--- src/rtl/irq_pkg.sv ---
package irq_pkg;

   localparam int unsigned LVL_W = 3;

   localparam logic [1:0] A_EN_STAT  = 2'd0;
   localparam logic [1:0] A_REQ_STAT = 2'd1;
   localparam logic [1:0] A_EN_CTRL  = 2'd2;
   localparam logic [1:0] A_REQ_CTRL = 2'd3;

   // Fixed group map from source index to shared level
   function automatic logic [LVL_W-1:0] src_level(input int unsigned idx);
      if (idx <= 2)       return 3'd1;
      else if (idx == 3)  return 3'd2;
      else if (idx <= 6)  return 3'd3;
      else if (idx <= 10) return 3'd4;
      else if (idx <= 12) return 3'd5;
      else                return 3'd6;
   endfunction

endpackage

--- src/rtl/irq_setclr_reg.sv ---
module irq_setclr_reg #(
   parameter int unsigned W      = 14,
   parameter bit          HW_SET = 1'b1
) (
   input  logic         clk,
   input  logic         rst_n,
   input  logic         wr_en,
   input  logic         wr_op,
   input  logic [W-1:0] wr_mask,
   input  logic [W-1:0] hw_set,
   output logic [W-1:0] q
);

   if (W < 1) begin : g_bad_w
      $error("irq_setclr_reg: W must be at least 1");
   end

   logic [W-1:0] hw_eff;
   logic [W-1:0] sw_next;
   logic [W-1:0] q_next;

   if (HW_SET) begin : g_hw
      assign hw_eff = hw_set;
   end else begin : g_no_hw
      logic unused_hw;
      assign unused_hw = ^hw_set;
      assign hw_eff    = '0;
   end

   always_comb begin
      sw_next = q;
      if (wr_en) begin
         if (wr_op) sw_next = q | wr_mask;
         else       sw_next = q & ~wr_mask;
      end
      q_next = sw_next | hw_eff;   // hardware set wins
   end

   always_ff @(posedge clk or negedge rst_n) begin
      if (!rst_n) q <= '0;
      else        q <= q_next;
   end

   p_set_op_r3: assert property (@(posedge clk) disable iff (!rst_n)
      (wr_en && wr_op) |=> ((q & $past(wr_mask)) == $past(wr_mask)));

   p_clear_op_r4: assert property (@(posedge clk) disable iff (!rst_n)
      (wr_en && !wr_op) |=> ((q & $past(wr_mask) & ~$past(hw_eff)) == '0));

   p_hold_r4: assert property (@(posedge clk) disable iff (!rst_n)
      (!wr_en && (hw_eff == '0)) |=> $stable(q));

   p_hw_wins_r5: assert property (@(posedge clk) disable iff (!rst_n)
      (hw_eff != '0) |=> ((q & $past(hw_eff)) == $past(hw_eff)));

endmodule

--- src/rtl/irq_prio_enc.sv ---
module irq_prio_enc
   import irq_pkg::*;
#(
   parameter int unsigned NUM_SRC = 14,
   parameter bit          REG_OUT = 1'b1
) (
   input  logic               clk,
   input  logic               rst_n,
   input  logic [NUM_SRC-1:0] req,
   input  logic [NUM_SRC:0]   en,
   output logic [LVL_W-1:0]   lvl_o
);

   localparam int unsigned MASTER = NUM_SRC;

   logic [NUM_SRC-1:0] pending;
   logic [LVL_W-1:0]   lvl_c;

   assign pending = req & en[NUM_SRC-1:0] & {NUM_SRC{en[MASTER]}};

   always_comb begin
      lvl_c = '0;
      for (int unsigned i = 0; i < NUM_SRC; i++) begin
         if (pending[i] && (src_level(i) > lvl_c)) lvl_c = src_level(i);
      end
   end

   if (REG_OUT) begin : g_reg
      always_ff @(posedge clk or negedge rst_n) begin
         if (!rst_n) lvl_o <= '0;
         else        lvl_o <= lvl_c;
      end

      p_master_off_r6: assert property (@(posedge clk) disable iff (!rst_n)
         !en[MASTER] |=> (lvl_o == '0));

      p_idle_zero_r8: assert property (@(posedge clk) disable iff (!rst_n)
         (pending == '0) |=> (lvl_o == '0));

      p_busy_nonzero_r8: assert property (@(posedge clk) disable iff (!rst_n)
         (pending != '0) |=> (lvl_o != '0));
   end else begin : g_comb
      logic unused_clk;
      assign unused_clk = clk;
      assign lvl_o      = lvl_c;
   end

   p_never_nmi_r10: assert property (@(posedge clk) disable iff (!rst_n)
      lvl_o != 3'd7);

endmodule

--- src/rtl/irq_level_ctrl.sv ---
module irq_level_ctrl
   import irq_pkg::*;
#(
   parameter int unsigned NUM_SRC = 14,
   parameter int unsigned DATA_W  = 16,
   parameter bit          REG_OUT = 1'b1
) (
   input  logic               clk,
   input  logic               rst_n,
   input  logic [1:0]         bus_addr,
   input  logic               bus_we,
   input  logic [DATA_W-1:0]  bus_wdata,
   output logic [DATA_W-1:0]  bus_rdata,
   input  logic [NUM_SRC-1:0] src_pulse,
   output logic [LVL_W-1:0]   irq_level
);

   localparam int unsigned EN_W   = NUM_SRC + 1;
   localparam int unsigned OP_BIT = DATA_W - 1;

   if (NUM_SRC != 14) begin : g_bad_src
      $error("irq_level_ctrl: the level map is defined for 14 sources");
   end
   if (DATA_W != EN_W + 1) begin : g_bad_dw
      $error("irq_level_ctrl: DATA_W must be NUM_SRC + 2");
   end

   logic [EN_W-1:0]    en_q;
   logic [NUM_SRC-1:0] req_q;
   logic               en_we;
   logic               req_we;

   assign en_we  = bus_we && (bus_addr == A_EN_CTRL);
   assign req_we = bus_we && (bus_addr == A_REQ_CTRL);

   irq_setclr_reg #(.W(EN_W), .HW_SET(1'b0)) u_en_reg (
      .clk     (clk),
      .rst_n   (rst_n),
      .wr_en   (en_we),
      .wr_op   (bus_wdata[OP_BIT]),
      .wr_mask (bus_wdata[EN_W-1:0]),
      .hw_set  ({EN_W{1'b0}}),
      .q       (en_q)
   );

   irq_setclr_reg #(.W(NUM_SRC), .HW_SET(1'b1)) u_req_reg (
      .clk     (clk),
      .rst_n   (rst_n),
      .wr_en   (req_we),
      .wr_op   (bus_wdata[OP_BIT]),
      .wr_mask (bus_wdata[NUM_SRC-1:0]),
      .hw_set  (src_pulse),
      .q       (req_q)
   );

   irq_prio_enc #(.NUM_SRC(NUM_SRC), .REG_OUT(REG_OUT)) u_enc (
      .clk   (clk),
      .rst_n (rst_n),
      .req   (req_q),
      .en    (en_q),
      .lvl_o (irq_level)
   );

   always_comb begin
      case (bus_addr)
         A_EN_STAT:  bus_rdata = DATA_W'(en_q);
         A_REQ_STAT: bus_rdata = DATA_W'(req_q);
         default:    bus_rdata = '0;
      endcase
   end

   p_stat_write_ignored_r2: assert property (@(posedge clk) disable iff (!rst_n)
      (bus_we && !bus_addr[1] && (src_pulse == '0)) |=> ($stable(en_q) && $stable(req_q)));

endmodule

--- config.mk ---
export PLATFORM = sky130hd
export DESIGN_NAME = irq_level_ctrl
export DESIGN_NICKNAME = d
export VERILOG_FILES = /design/src/rtl/irq_pkg.sv /design/src/rtl/irq_setclr_reg.sv /design/src/rtl/irq_prio_enc.sv /design/src/rtl/irq_level_ctrl.sv
export SDC_FILE = /design/constraint.sdc
export NUM_CORES = 1
export LEC_CHECK = 0
export BUFFER_PORTS_ARGS = -buffer_cell sky130_fd_sc_hd__buf_4
export CORE_UTILIZATION = 39
export CTS_BUF_LIST = sky130_fd_sc_hd__clkbuf_8 sky130_fd_sc_hd__clkbuf_16
export DETAILED_ROUTE_END_ITERATION = 10
export PLACE_DENSITY = 0.74
export SYNTH_ARGS = -nofsm -noshare
export SYNTH_HDL_FRONTEND = slang
export SYNTH_SLANG_ARGS = --single-unit
--- constraint.sdc ---
create_clock -name clk -period 1.12 [get_ports clk]
set_input_delay 0.056 -clock clk [delete_from_list [all_inputs] [get_ports clk]]
set_output_delay 0.056 -clock clk [all_outputs]
set_load 0.005 [all_outputs]
# == Yosys cells after proc, flatten, opt, wreduce, memory -nomap -nowiden ==
# Index checks and enable logic that the tools add are counted.
# word_totals
in_bits,35
elab_cells,62
register_bits,32
output_inout_bits,19
# op_classes
magnitude_cmp,13
bitwise_logic,9
eq_ne,3
muxes,18
n_reduce_logical,16
# ops
op,n
$and 14x14->14,3
$mux 3,13
$pmux 15 s2,1
$mux 14,2
$or 14x14->14,2
$gt 3x3->1 const A,7
$and 15x15->15,1
$logic_and 1x1->1,15
$mux 15,1
$not 15->15,1
$or 15x15->15,1
$not 14->14,1
$gt 2x3->1 const A,4
$gt 1x3->1 const A,2
$eq 2x2->1 const B,2
$eq 2x1->1 const B,1
$logic_not 2->1,1
$mux 1,1

# == Depth between registers and ports, before layout ==
# depth
depth_word,42
mapped_depth,6
mapped_depth_nobuf,3

# == Hierarchy ==
# A second synthesis with hierarchy kept.
# unflattened
cells_unflattened,150
area_unflattened_um2,1769.2
# by_module_without_submodules
module,area_per_inst_um2,cells_per_inst,n_inst,seq_area_each_um2
irq_setclr_reg at u_en_reg,654.4,47,1,375.4
irq_setclr_reg at u_req_reg,634.4,46,1,350.3
irq_level_ctrl,267.8,38,1,0.0
irq_prio_enc,212.7,19,1,75.1

# == Worst setup path before layout ==
# Ideal clock, no wire load.
# synth_timing
kind,register -> register
from,register u_req_reg.q[11]
to,register u_enc.lvl_o[1]
stages_incl_launch_ff,4
period_less_slack_ps,1116
required_time_ps,1016
path_buffers,0
path_slack_ps,4
setup_time_ps,104
arrival_ps,1013
path_cell_list,dfrtp_1 a22oi_1 nand3_1 a221oi_1
# synth_via
elab_chain_len,10
# synth_rtl
element,line_no,source
"start, declared",irq_setclr_reg.sv:11,output logic [W-1:0] q
"start signal, assigned",irq_setclr_reg.sv:41,else q <= q_next;
$and 14x14->14 * (2 in series),irq_prio_enc.sv:19,assign pending = req & en[NUM_SRC-1:0] & {NUM_SRC{en[MASTER]}};
$logic_and 1x1->1 *,irq_prio_enc.sv:24,if (pending[i] && (src_level(i) > lvl_c)) lvl_c = src_level(i);
$mux 3 *,irq_prio_enc.sv:24,
$gt 3x3->1,irq_prio_enc.sv:24,
$logic_and 1x1->1,irq_prio_enc.sv:24,
$mux 3 *,irq_prio_enc.sv:24,
$gt 3x3->1,irq_prio_enc.sv:24,
$logic_and 1x1->1,irq_prio_enc.sv:24,
$mux 3 *,irq_prio_enc.sv:24,
via u_enc.lvl_c[1],irq_prio_enc.sv:17,logic [LVL_W-1:0] lvl_c;
"end signal, assigned",irq_prio_enc.sv:31,else lvl_o <= lvl_c;
"end, declared",irq_prio_enc.sv:11,output logic [LVL_W-1:0] lvl_o
# Mark *: on every way through the listed nets, which the timed path passes. The rest lies on a longest branch.
# A chain may end at the register's enable or synchronous reset.

==> run summary <==
CTS root buf: clkbuf_8
crit-path max FO: 2
Post-DRT Antenna Nets: 0
row count: 24
fin crit share: 107%
pwr/cell area: 1260 nW/µm²
vias in the first global route: 1477
Residual DRC: 0
Initial Util: 40.3%
area delta synth->final: 52.5%
Worst Hold Depth: 2
count of different cell masters after synthesis: 28
die width: 69.1 µm
H-tree levels: 2
Leak Pwr: 1.24 nW
RSZ-0062 raised after global routing: yes
share of cells above drive strength 1: 48.1%
Post-Synthesis Cell Area: 1760 µm²
HPWL Detailed: 2.82 mm
crit path kind: register to output pin
First-pass DRT Iterations: 4
Clock Sinks: 32
Peak VDD IR: 0.874 mV
final setup vio count: 14
number of synthesis warnings: 0
HP Start: bus_wdata[4]
most frequent cells in the layout: 63 x buf_4, 32 x dfrtp_1, 18 x nand2_1, 16 x buf_6, 15 x dlygate4sd3_1
setup TNS: -0.691 ns
Slew Viols, Final: 0
achievable frequency: 833 MHz
syn avg cell area: 11.6 µm²
Placer Congestion: 0.797
post-DR wirelength/cell: 14.7 µm
largest net degree at the start of global routing: 33
failing checks: setup timing
Required @ worst endpoint: 1.06 ns
dpl cell area: 2320 µm²
Min-Delay Path Class: input pin to register
Via Count: 1505
I/O Pins: 54
CP endpoint kind: output pin
clock transition at the registers of the reported paths: 0.06 ns
cts bufs inserted: 5
Buffers on Ports: 52
FILL cells: 364
RR Endpoint: u_enc.lvl_o[0]
CTS tree: done
Final nets: 276
Tot GR Track Use: 19.0%
commonest non-fill, non-tap cell in the layout: buf_4
arrival time worst endpoint: 1.14 ns
#FFs+latches synth: 32
Die Footprint: 4780 µm²
worst hold endpoint: u_req_reg.q[4]
combinational share of power: 33.2%
Total Wirelength: 4.31 mm
worst-case clock buffer depth: 2
core area: 4350 µm²
Clk pwr share: 24.2%
Clk Latency, worst-skew pair: 0.28 ns
number of diodes: 0
Vias/cell: 5.14
r2r worst-path depth: 3
Mapped Cells: 151
Post-Layout Inst Area: 2680 µm²
P_sw: 931 µW
initial antenna violation count: 0
Int Pwr: 2.44 mW
hold_ws: 0.0424 ns
PnR worst setup slack: -0.0805 ns
GRT overflow: 0
max-cap violation count: 0
first-pass GRT wire length: 7.20 mm
DRT iter0 DRCs: 65
share of power burned in registers: 42.6%
switching share of power: 27.6%
die height: 69.1 µm
sequential share of the synthesized area: 45.6%
Critical Path Start Type: register
Tmin final: 1.20 ns
Final Hold Viols: 0
flop-to-flop setup slack: -0.07 ns
status: complete, but fails checks
Synth Net Count: 186
Worst Skew: 0.00329 ns
-- critical path, cell delays in order (launching register included) --
cell and delay [ns]:
dfrtp_1 0.40, buf_6 0.13, mux2i_2 0.14, nor2_1 0.07
buf_4 0.13
-- repair_timing --
| item | in CTS | in global routing |
|---|---|---|
| gates resized for setup | 18 | 6 |
| buffers inserted | 2 | 2 |
| hold endpoints to repair | 46 | 0 |
| hold buffers | 15 | 0 |
| setup endpoints to repair | 15 | 17 |
| pin swaps | 7 | 10 |
-- worst max path at each step --
stage                    startpoint             end  slack (ns)  cells past startpoint
floorplan           u_req_reg.q[11]  u_enc.lvl_o[1]       0.004                      3
global placement    u_req_reg.q[11]  u_enc.lvl_o[1]       -0.04                      3
detailed placement   u_req_reg.q[7]  u_enc.lvl_o[0]       -0.09                      4
CTS                  u_req_reg.q[7]  u_enc.lvl_o[0]       -0.06                      4
global route         u_req_reg.q[2]    bus_rdata[2]       -0.14                      4
finish                     register   bus_rdata[10]       -0.08                      4
-- power groups by stage --
stage	Clock, mW	Combinational [mW]	Sequential, mW
after floorplan	0	0.452	1.43
after global placement	0	0.936	1.43
after detailed placement	0	0.951	1.44
after CTS	0.833	1.07	1.43
after global routing	0.896	1.20	1.45
final	0.815	1.12	1.44
-- cell families after synthesis --
| logic type | Yosys count | synth area share, % |
|---|---|---|
| AO/OA/AOI/OAI | 38 | 19.9 |
| buffers and inverters | 14 | 5.91 |
| flip-flops | 32 | 45.6 |
| multiplexers | 29 | 19.7 |
| other | 1 | 0.213 |
| AND/OR/NAND/NOR | 37 | 8.62 |
-- Yosys cell counts (all sizes together) --
cell type	number	area, µm²
a211oi	1	7.51
a21boi	14	128
a21oi	1	5.00
a221oi	1	8.76
a222oi	2	20.0
a22oi	3	22.5
a311o	14	140
a41oi	1	8.76
and2	1	6.26
and3	1	6.26
and3b	1	8.76
buf	9	85.1
clkbuf	4	15.0
conb	1	3.75
dfrtp	32	801
inv	1	3.75
mux2	15	206
mux2i	14	140
nand2	18	67.6
nand3	1	5.00
nor2	14	52.6
nor3	1	5.00
o211a	1	10.0
-- metal layers --
metal	track usage, %	vias up	wire (µm)
met1	25.4	727	1970
li1	-	736	-
met5	0	-	0
met3	4.97	8	166
met2	30.1	34	2110
met4	5.90	0	57
-- metrics by stage --
stage          power, mW  util (%)  setup slack (ns)  instances
2_1_floorplan       1.88         -           0.00368        151
5_1_grt             3.55      61.5            -0.139        293
3_3_place_gp        2.37      53.4           -0.0392        267
4_1_cts             3.33      60.6           -0.0637        291
3_5_place_dp        2.39      53.4           -0.0939        267
6_report            3.37      61.5           -0.0805        293
-- final cells by class --
class | count | area (µm²) | area share (%)
inverter | 1 | 3.75 | 0.140
tap | 52 | 65.1 | 2.43
sequential | 32 | 801 | 29.9
clock buffer | 5 | 68.8 | 2.57
multi-input combinational | 105 | 888 | 33.2
clock inverter | 2 | 8.76 | 0.327
timing repair buffer | 96 | 843 | 31.5
No activity file was read; power rests on OpenSTA's default activity.
